<file path="config.mk">
export PLATFORM = sky130hd
export DESIGN_NAME = gpio_grp_ctrl
export DESIGN_NICKNAME = d
export VERILOG_FILES = /design/src/rtl/gpio_grp_pkg.sv /design/src/rtl/gpio_pin_cell.sv /design/src/rtl/gpio_group_irq.sv /design/src/rtl/gpio_grp_ctrl.sv
export SDC_FILE = /design/constraint.sdc
export NUM_CORES = 1
export LEC_CHECK = 0
export BUFFER_PORTS_ARGS = -buffer_cell sky130_fd_sc_hd__clkbuf_2
export CORE_UTILIZATION = 55
export DETAILED_ROUTE_END_ITERATION = 16
export GPL_TIMING_DRIVEN = 0
export PLACE_DENSITY_LB_ADDON = 0.12
export SLEW_MARGIN = 40
export SYNTH_ARGS = -nofsm -noshare
export SYNTH_HDL_FRONTEND = slang
export SYNTH_SLANG_ARGS = --single-unit
</file>
<file path="constraint.sdc">
create_clock -name clk_i -period 4.8 [get_ports clk_i]
set_input_delay 0.48 -clock clk_i [delete_from_list [all_inputs] [get_ports clk_i]]
set_output_delay 0.48 -clock clk_i [all_outputs]
set_load 0.01 [all_outputs]
</file>
<file path="src/rtl/gpio_grp_pkg.sv">
package gpio_grp_pkg;
  localparam int unsigned GROUP_SIZE = 16;
  localparam int unsigned PIN_SPAN_B = 64;
  localparam int unsigned SUM_BASE   = 'h4000;

  localparam logic [5:0] OFF_IN    = 6'h00;
  localparam logic [5:0] OFF_OUT   = 6'h04;
  localparam logic [5:0] OFF_DIR   = 6'h08;
  localparam logic [5:0] OFF_PMASK = 6'h0C;
  localparam logic [5:0] OFF_GMASK = 6'h10;
  localparam logic [5:0] OFF_PEND  = 6'h14;
  localparam logic [5:0] OFF_TRIG  = 6'h18;

  typedef enum logic [2:0] {
    TRIG_LVL_LO = 3'd0,
    TRIG_LVL_HI = 3'd1,
    TRIG_FALL   = 3'd2,
    TRIG_RISE   = 3'd4,
    TRIG_BOTH   = 3'd6
  } trig_e;

  typedef struct packed {
    logic out;
    logic dir;
    logic pmask;
    logic gmask;
    logic pend;
    logic trig;
  } pin_wr_t;
endpackage

</file>
<file path="src/rtl/gpio_pin_cell.sv">
module gpio_pin_cell
  import gpio_grp_pkg::*;
(
  input  logic          clk_i,
  input  logic          rst_ni,
  input  logic          pad_i,
  input  pin_wr_t       wr_i,
  input  logic [2:0]    wdata_i,
  output logic          in_o,
  output logic          out_o,
  output logic          dir_o,
  output logic          pmask_o,
  output logic          gmask_o,
  output logic          pend_o,
  output logic [2:0]    trig_o,
  output logic          report_o
);
  logic s1_q, s2_q, prev_q;
  logic out_q, dir_q, pmask_q, gmask_q, pend_q;
  logic [2:0] trig_q;
  logic edge_mode, evt;

  always_ff @(posedge clk_i or negedge rst_ni) begin
    if (!rst_ni) begin
      s1_q   <= 1'b0;
      s2_q   <= 1'b0;
      prev_q <= 1'b0;
    end else begin
      s1_q   <= pad_i;
      s2_q   <= s1_q;
      prev_q <= s2_q;
    end
  end

  // bit 0 is polarity in level mode, ignored once any edge bit is set
  always_comb begin
    edge_mode = |trig_q[2:1];
    if (edge_mode) evt = (trig_q[2] & s2_q & ~prev_q) | (trig_q[1] & ~s2_q & prev_q);
    else           evt = trig_q[0] ? s2_q : ~s2_q;
  end

  always_ff @(posedge clk_i or negedge rst_ni) begin
    if (!rst_ni) begin
      out_q   <= 1'b0;
      dir_q   <= 1'b1;
      pmask_q <= 1'b1;
      gmask_q <= 1'b1;
      pend_q  <= 1'b0;
      trig_q  <= 3'd0;
    end else begin
      if (wr_i.out)   out_q   <= wdata_i[0];
      if (wr_i.dir)   dir_q   <= wdata_i[0];
      if (wr_i.pmask) pmask_q <= wdata_i[0];
      if (wr_i.gmask) gmask_q <= wdata_i[0];
      if (wr_i.trig)  trig_q  <= wdata_i;
      if (evt)                            pend_q <= 1'b1;
      else if (wr_i.pend && !wdata_i[0])  pend_q <= 1'b0;
    end
  end

  assign in_o     = s2_q;
  assign out_o    = out_q;
  assign dir_o    = dir_q;
  assign pmask_o  = pmask_q;
  assign gmask_o  = gmask_q;
  assign pend_o   = pend_q;
  assign trig_o   = trig_q;
  assign report_o = pend_q & ~pmask_q & ~gmask_q;


  rise_cap_chk: assert property (@(posedge clk_i) disable iff (!rst_ni)
    $past(trig_q[2] && s2_q && !prev_q) |-> pend_q);

  fall_cap_chk: assert property (@(posedge clk_i) disable iff (!rst_ni)
    $past(trig_q[1] && !s2_q && prev_q) |-> pend_q);

  lvl_hold_chk: assert property (@(posedge clk_i) disable iff (!rst_ni)
    $past(trig_q == 3'd1 && s2_q) |-> pend_q);

  pend_clr_chk: assert property (@(posedge clk_i) disable iff (!rst_ni)
    $past(wr_i.pend && !wdata_i[0] && !evt) |-> !pend_q);

  pend_keep_chk: assert property (@(posedge clk_i) disable iff (!rst_ni)
    $past(!evt && !wr_i.pend) |-> (pend_q == $past(pend_q)));

  dir_wr_chk: assert property (@(posedge clk_i) disable iff (!rst_ni)
    $past(wr_i.dir) |-> (dir_q == $past(wdata_i[0])));
endmodule

</file>
<file path="src/rtl/gpio_group_irq.sv">
module gpio_group_irq
  import gpio_grp_pkg::*;
(
  input  logic [GROUP_SIZE-1:0] report_i,
  output logic [31:0]           summary_o,
  output logic                  irq_o
);
  assign summary_o = 32'(report_i);
  assign irq_o     = |report_i;
endmodule

</file>
<file path="src/rtl/gpio_grp_ctrl.sv">
module gpio_grp_ctrl
  import gpio_grp_pkg::*;
#(
  parameter int unsigned N_PINS   = 32,
  parameter int unsigned ADDR_W   = 15,
  parameter int unsigned N_GROUPS = (N_PINS + GROUP_SIZE - 1) / GROUP_SIZE
) (
  input  logic                clk_i,
  input  logic                rst_ni,
  input  logic                bus_en_i,
  input  logic                bus_we_i,
  input  logic [ADDR_W-1:0]   bus_addr_i,
  input  logic [31:0]         bus_wdata_i,
  output logic [31:0]         bus_rdata_o,
  input  logic [N_PINS-1:0]   pad_i,
  output logic [N_PINS-1:0]   pad_o,
  output logic [N_PINS-1:0]   pad_oe_o,
  output logic [N_GROUPS-1:0] irq_o
);
  localparam int unsigned PIN_IDX_W = (N_PINS > 1) ? $clog2(N_PINS) : 1;
  localparam int unsigned GRP_IDX_W = (N_GROUPS > 1) ? $clog2(N_GROUPS) : 1;
  localparam int unsigned PIN_END   = N_PINS * PIN_SPAN_B;
  localparam int unsigned SUM_END   = SUM_BASE + 4 * N_GROUPS;
  localparam int unsigned PAD_PINS  = N_GROUPS * GROUP_SIZE;

  logic [31:0]          a32;
  logic                 in_pin_win, in_sum_win, wr_en, rd_en;
  logic [PIN_IDX_W-1:0] pin_sel;
  logic [GRP_IDX_W-1:0] grp_sel;
  logic [5:0]           off;

  assign a32        = 32'(bus_addr_i);
  assign in_pin_win = a32 < PIN_END;
  assign in_sum_win = (a32 >= SUM_BASE) && (a32 < SUM_END);
  assign pin_sel    = PIN_IDX_W'(a32 >> 6);
  assign grp_sel    = GRP_IDX_W'((a32 - SUM_BASE) >> 2);
  assign off        = {a32[5:2], 2'b00};
  assign wr_en      = bus_en_i & bus_we_i & in_pin_win;
  assign rd_en      = bus_en_i & ~bus_we_i;

  logic [N_PINS-1:0] in_v, out_v, dir_v, pm_v, gm_v, pd_v, rep_v;
  logic [2:0]        trig_v [N_PINS];

  for (genvar i = 0; i < N_PINS; i++) begin : g_pin
    pin_wr_t wr;
    logic    hit;
    assign hit      = wr_en && (pin_sel == PIN_IDX_W'(i));
    assign wr.out   = hit && (off == OFF_OUT);
    assign wr.dir   = hit && (off == OFF_DIR);
    assign wr.pmask = hit && (off == OFF_PMASK);
    assign wr.gmask = hit && (off == OFF_GMASK);
    assign wr.pend  = hit && (off == OFF_PEND);
    assign wr.trig  = hit && (off == OFF_TRIG);

    gpio_pin_cell u_cell (
      .clk_i    (clk_i),
      .rst_ni   (rst_ni),
      .pad_i    (pad_i[i]),
      .wr_i     (wr),
      .wdata_i  (bus_wdata_i[2:0]),
      .in_o     (in_v[i]),
      .out_o    (out_v[i]),
      .dir_o    (dir_v[i]),
      .pmask_o  (pm_v[i]),
      .gmask_o  (gm_v[i]),
      .pend_o   (pd_v[i]),
      .trig_o   (trig_v[i]),
      .report_o (rep_v[i])
    );
  end

  assign pad_o    = out_v;
  assign pad_oe_o = ~dir_v;

  logic [PAD_PINS-1:0] rep_pad;
  logic [31:0]         sum_v [N_GROUPS];
  assign rep_pad = PAD_PINS'(rep_v);

  for (genvar g = 0; g < N_GROUPS; g++) begin : g_grp
    gpio_group_irq u_grp (
      .report_i  (rep_pad[g*GROUP_SIZE +: GROUP_SIZE]),
      .summary_o (sum_v[g]),
      .irq_o     (irq_o[g])
    );
  end

  always_comb begin
    bus_rdata_o = '0;
    if (rd_en && in_pin_win) begin
      unique case (off)
        OFF_IN:    bus_rdata_o = 32'(in_v[pin_sel]);
        OFF_OUT:   bus_rdata_o = 32'(out_v[pin_sel]);
        OFF_DIR:   bus_rdata_o = 32'(dir_v[pin_sel]);
        OFF_PMASK: bus_rdata_o = 32'(pm_v[pin_sel]);
        OFF_GMASK: bus_rdata_o = 32'(gm_v[pin_sel]);
        OFF_PEND:  bus_rdata_o = 32'(pd_v[pin_sel]);
        OFF_TRIG:  bus_rdata_o = 32'(trig_v[pin_sel]);
        default:   bus_rdata_o = '0;
      endcase
    end else if (rd_en && in_sum_win) begin
      bus_rdata_o = sum_v[grp_sel];
    end
  end


  sum_irq_chk: assert property (@(posedge clk_i) disable iff (!rst_ni)
    (rd_en && in_sum_win) |-> ((bus_rdata_o != 32'd0) == irq_o[grp_sel]));

  rst_drive_chk: assert property (@(posedge clk_i) disable iff (!rst_ni)
    $rose(rst_ni) |-> (pad_oe_o == '0));
endmodule

</file>
Yosys cells after proc, flatten, opt, wreduce, memory -nomap -nowiden
Index checks and enable logic that the tools add are counted.

Flip-flop bits (word level): 352. Input bits: 83. Logic and storage cells: 1168.

Mux-type cells: 149. Eq/ne operators: 37. $lt $le $gt $ge: 6. Reductions and logical operators: 328. $add $sub $neg: 1. Bitwise logic cells: 359.

Operator list (number): $logic_and A1 B1 Y1 (259); $and A1 B1 Y1 (195); $mux W1 (134); $not A1 Y1 (129); $mux W32 (4); $eq A5 B5 Y1 const B (16); $reduce_bool A2 Y1 (32); $reduce_or A2 Y1 (32); $eq A5 B4 Y1 const B (8); $not A32 Y32 (1); $or A1 B1 Y1 (32); $reduce_or A16 Y1 (2); $bmux W1 S5 (6); $pmux W3 S7 (1); $eq A5 B3 Y1 const B (4); $mux W16 (1); $bmux W3 S5 (1); $ge A15 B15 Y1 const B (1); $lt A15 B12 Y1 const B (1); $lt A15 B15 Y1 const B (1); $eq A4 B3 Y1 const B (3); $eq A5 B2 Y1 const B (2); $eq A4 B2 Y1 const B (2); $ge A6 B6 Y1 const B (1); 11 further kinds (12).

Logic depth before layout (Yosys ltp)
Depth in word-level cells: 8. Depth in mapped cells: 11. Mapped depth without buffers: 7.

Cells and area by module
A second synthesis with hierarchy kept.

Cell total of the unflattened synthesis: 1557. Area, all modules: 17878.4 um^2.

Modules (own cells, without submodules): gpio_pin_cell (cells each 28, instances 32, area each 410.4 um^2); gpio_grp_ctrl (cells each 585, instances 1, area each 4195.3 um^2); gpio_group_irq (cells each 38, instances 2, area each 275.3 um^2).

Worst setup path before layout
Ideal clock, no wire load.

Path kind: input to output. From: in bus_addr_i[7]. To: out bus_rdata_o[1]. Data required time: 4.320 ns. Arrival time: 2.224 ns. Path slack: 2.096 ns. Stages on the path: 7. Cells stage by stage: buf_2 clkbuf_1 mux4_2 mux4_2 mux2_2 nand2_1 o21ai_1.

Longest elaborated chain between the ends: 6.

Ends and longest elaborated chain: start, declared (line gpio_grp_ctrl.sv:12) `input logic [ADDR_W-1:0] bus_addr_i,`; $not A5 Y6 (not written as such) (line gpio_grp_ctrl.sv:97) `OFF_TRIG: bus_rdata_o = 32'(trig_v[pin_sel]);`; $bmux W3 S5 (line gpio_grp_ctrl.sv:97); $mux W3 (not written as such) (2 in series) (line gpio_grp_ctrl.sv:97); $pmux W3 S7 (line gpio_grp_ctrl.sv:90) `unique case (off)`; $mux W32 (*) (line gpio_grp_ctrl.sv:89) `if (rd_en && in_pin_win) begin`; end, declared (line gpio_grp_ctrl.sv:14) `output logic [31:0] bus_rdata_o,`.

Mark *: on every way between the ends. The rest lies on a longest branch, timed or not. The select of a mux whose other input is x is not followed.

Final worst setup path
From: in bus_addr_i[7]. To: out bus_rdata_o[0].

Same word-level chain as after synthesis.

==> results by group <==
Job
  – Max Cap Violations: 0

Worst setup path
  – R2R Path Start: g_pin[29].u_cell.in_o
  – CP top delay family: buffers and inverters
  – CP Capture Type: output port
  – Worst Path Max Fanout: 10
  – R2R Setup Slk: 3710 ps
  – WP data required: 4320 ps
  – Crit path cell chain: clkbuf_2 -> buf_2 -> buf_2 -> nand3b_1 -> o221ai_1 -> a211oi_1 -> a211oi_1 -> a221oi_1 -> and4_1 -> o22ai_1 -> clkbuf_2
  – WP buf/inv: 4
  – Crit path kind: in2out
  – Worst path max stage delay: 420 ps
  – Reg-to-reg endpoint: g_pin[29].u_cell.pend_o
  – Worst reg2reg path depth: 3
  – Crit path arrival time: 3340 ps
  – Slowest-stage cell, CP: buf_2
  – Critical Path Source Type: input port

Synthesis
  – Mean Syn Cell Area: 11.9 sq um
  – Simple-gate share of the synthesized area: 11.2%
  – Cell Area, Synth: 17300 sq um
  – Synth Area in Adders: 0%
  – Ys Warns: 0
  – Sequential element share of the synthesized area: 51.6%
  – Yosys reg bits: 352
  – Syn Inst Count: 1448
  – Post-synth EDFFs: 0
  – Post-synth top flop: dfrtp_1
  – FFs w/ async S/R, synth: 100%
  – Mux contribution to synthesized area: 24.5%
  – Compound-gate portion of the synthesized area: 6.06%
  – Combinational family with the most area after synthesis: multiplexers
  – Synth cell types: 49
  – Xor and xnor area share after synthesis: 1.62%

Clock tree
  – # clock sinks: 352
  – Root buffer cell: clkbuf_16
  – Max clock buf depth: 3
  – H-tree levels: 2
  – TritonCTS clock tree: yes
  – Post-CTS sizing: 0
  – Clock latency on the worst-skew pair: 530 ps
  – Clock edge transition at the registers on the reported setup and hold paths: 60 ps
  – CTS Buf Count: 39

Detailed routing
  – DR iter-0 viols: 1426
  – Routed vias: 12800
  – Final ANT Viol Nets: 0
  – Total wire length: 52100 um
  – Via/cell ratio: 6.22
  – Drt first pass iters: 8
  – Drc violations: 0
  – Routed len/inst: 25.3 um

Global route
  – Largest net degree at the start of global routing: 69
  – First-pass GRT wire length: 78900 um
  – GRT Total Usage: 33.6%
  – Total gr overflow: 0
  – Vias in the first global route: 12600
  – Initial antenna violation count: 1

Pwr
  – Power per cell area: 319 nW/um^2
  – Leak: 8.72 nW
  – Max rail drop VDD: 0.000347 V

Die
  – Die Y: 179 um
  – Die X-Extent: 179 um
  – I/O Pins: 181
  – Core area: 30700 sq um
  – Starting Density: 56.3%
  – Standard-cell rows: 64
  – DIE AREA: 32200 sq um

Worst hold path
  – Hold WC Path Type: in2reg
  – Hold path depth: 1
  – HP Start: pad_i[4]
  – Hold Path Sink: g_pin[4].u_cell.s1_q

Timing
  – Final Slew Violations: 0
  – Worst rel slew slack: 39.0%
  – Worst-margin pin slew: 915 ps
  – Maximum clock frequency: 262 MHz
  – # setup viols final: 0
  – RSZ-0062 raised after global routing: no
  – Final setup skew: 14.5 ps
  – Period minus WS final: 3820 ps
  – Final setup margin: 982 ps
  – Tcrit/Tclk final: 79.5%
  – Hold Fails Final Rpt: 0

Placed design
  – Inst Count DP: 1991
  – Setup WS pre-CTS: 1140 ps
  – Routability cong.: 0.989
  – Port bufs: 127
  – DP Wirelength: 37900 um

Finish
  – Antenna cells: 0
  – Fraction of layout cells with a size suffix above 1: 38.7%
  – Fin cells: 2062
  – NumNets Final: 1720
  – Layout area overhead: 15.2%

Status
  – Status: complete, no violations
## synthesized netlist by cell type, drive strengths merged, types with 2 or more instances
cell      n  share of area [%]
a211o    18               0.91
a211oi    7               0.30
a21oi    11               0.32
a221oi    3               0.15
a22oi     4               0.17
and2      2              0.072
buf      70                3.1
clkbuf   52                1.1
dfrtp   256                 37
dfstp    96                 15
inv      34               0.74
mux2    214                 14
mux2i    47                2.7
mux4     60                7.8
nand2   210                4.6
nand2b    6               0.22
nand3     7               0.20
nand3b    3               0.13
nand4     3               0.11
nor2    119                2.6
nor2b     5               0.18
nor3     32                1.0
nor3b    28                1.2
nor4      6               0.22
o211ai   17               0.74
o21ai    41                1.2
o221ai    6               0.30
o22ai    25               0.90
o32a     17               0.98
or3       2              0.072
or3b      5               0.25
xor2     32                1.6
## cells by family (layout without fill, tap and decap cells)
group                     Yosys count  in the layout
buffers and inverters             156            359
xor gates and xnor gates           32             32
muxes                             321            321
AOI/OAI and AO/OA                 151            151
DFF                               352            352
and+or+nand+nor                   435            435
other                               1             16
## sequential cells by signal (all words and copies together), names as in the netlist
register              count
g_pin.u_cell.in_o        32
g_pin.u_cell.dir_o       32
g_pin.u_cell.pmask_o     32
g_pin.u_cell.gmask_o     32
g_pin.u_cell.trig_o      96
g_pin.u_cell.out_o       32
g_pin.u_cell.s1_q        32
g_pin.u_cell.prev_q      32
g_pin.u_cell.pend_o      32
## metrics by stage
step | util, % | hold WS [ps] | instance area (sq um) | power (mW) | setup TNS (ps)
floorplan | - | 184 | 17400 | 3.28 | 0
global placement | 60.1 | 332 | 18500 | 3.47 | -1285060
detailed placement | 60.7 | 335 | 18700 | 3.49 | 0
CTS | 64.8 | 38.9 | 19900 | 6.39 | 0
global route | 64.8 | 41.0 | 19900 | 6.55 | 0
finish | 64.8 | 53.7 | 19900 | 6.36 | 0
## layer usage
metal | track usage, % | wire length, um | vias to the layer above | part of all wire (%)
met1 | 49.3 | 22400 | 6492 | 43
met2 | 49.4 | 22600 | 714 | 43
met3 | 5.84 | 4810 | 125 | 9.2
met5 | 0 | 13 | - | 0.025
li1 | - | - | 5499 | -
met4 | 14.4 | 2270 | 2 | 4.4
## report_power, final
group	total, mW	leakage [nW]	internal (mW)	switching [mW]
Clock	2.92	0.614	1.73	1.19
Combinational	0.388	3.92	0.122	0.265
Sequential	3.05	4.18	3.02	0.0361
## worst max-delay path by stage
stage                       start                      to  slack [ps]  cells after the start
floorplan           bus_addr_i[7]          bus_rdata_o[1]        2100                      7
global placement           rst_ni  g_pin[15].u_cell.out_o       -4370                      1
detailed placement  bus_addr_i[7]          bus_rdata_o[0]        1140                     11
CTS                 bus_addr_i[7]          bus_rdata_o[0]        1150                     10
global route        bus_addr_i[7]          bus_rdata_o[0]        1000                     11
finish              bus_addr_i[7]          bus_rdata_o[0]         980                     11
## cell type report
cell class                 count  area (sq um)
clock buffer                  62          1170
tap                          396           495
fill                        2418         10800
sequential                   352          8930
multi-input combinational    955          7580
clock inverter                 8          82.6
inverter                      34           128
buffer                       122           738
timing repair buffer         133           792
## cells in the final DEF (no fill, tap or decap), types with 10 or more instances in the layout
master     Yosys  routed
nor3_1        28      24
inv_1         34      34
o22ai_1       25      25
dfstp_2       96      96
dfrtp_1      256     256
mux2i_1       47      47
clkbuf_8       0      10
nand2_1      210     210
clkbuf_16      0      40
nor2_1       119     119
xor2_1        32      32
a21oi_1       11      11
o32a_1        17      17
o211ai_1      17      17
nor3b_1       28      28
a211o_1       18      18
o21ai_0       38      38
conb_1         1      16
mux4_2        60      60
mux2_2       212     212
clkbuf_2       0     129
buf_4         53      53
clkbuf_1      52      62
## repair_timing
item,CTS,global route
endpoints found under the hold margin,25,0
hold buffers,1,0
setup buffers,0,0
(Power assumes the default switching activity.)
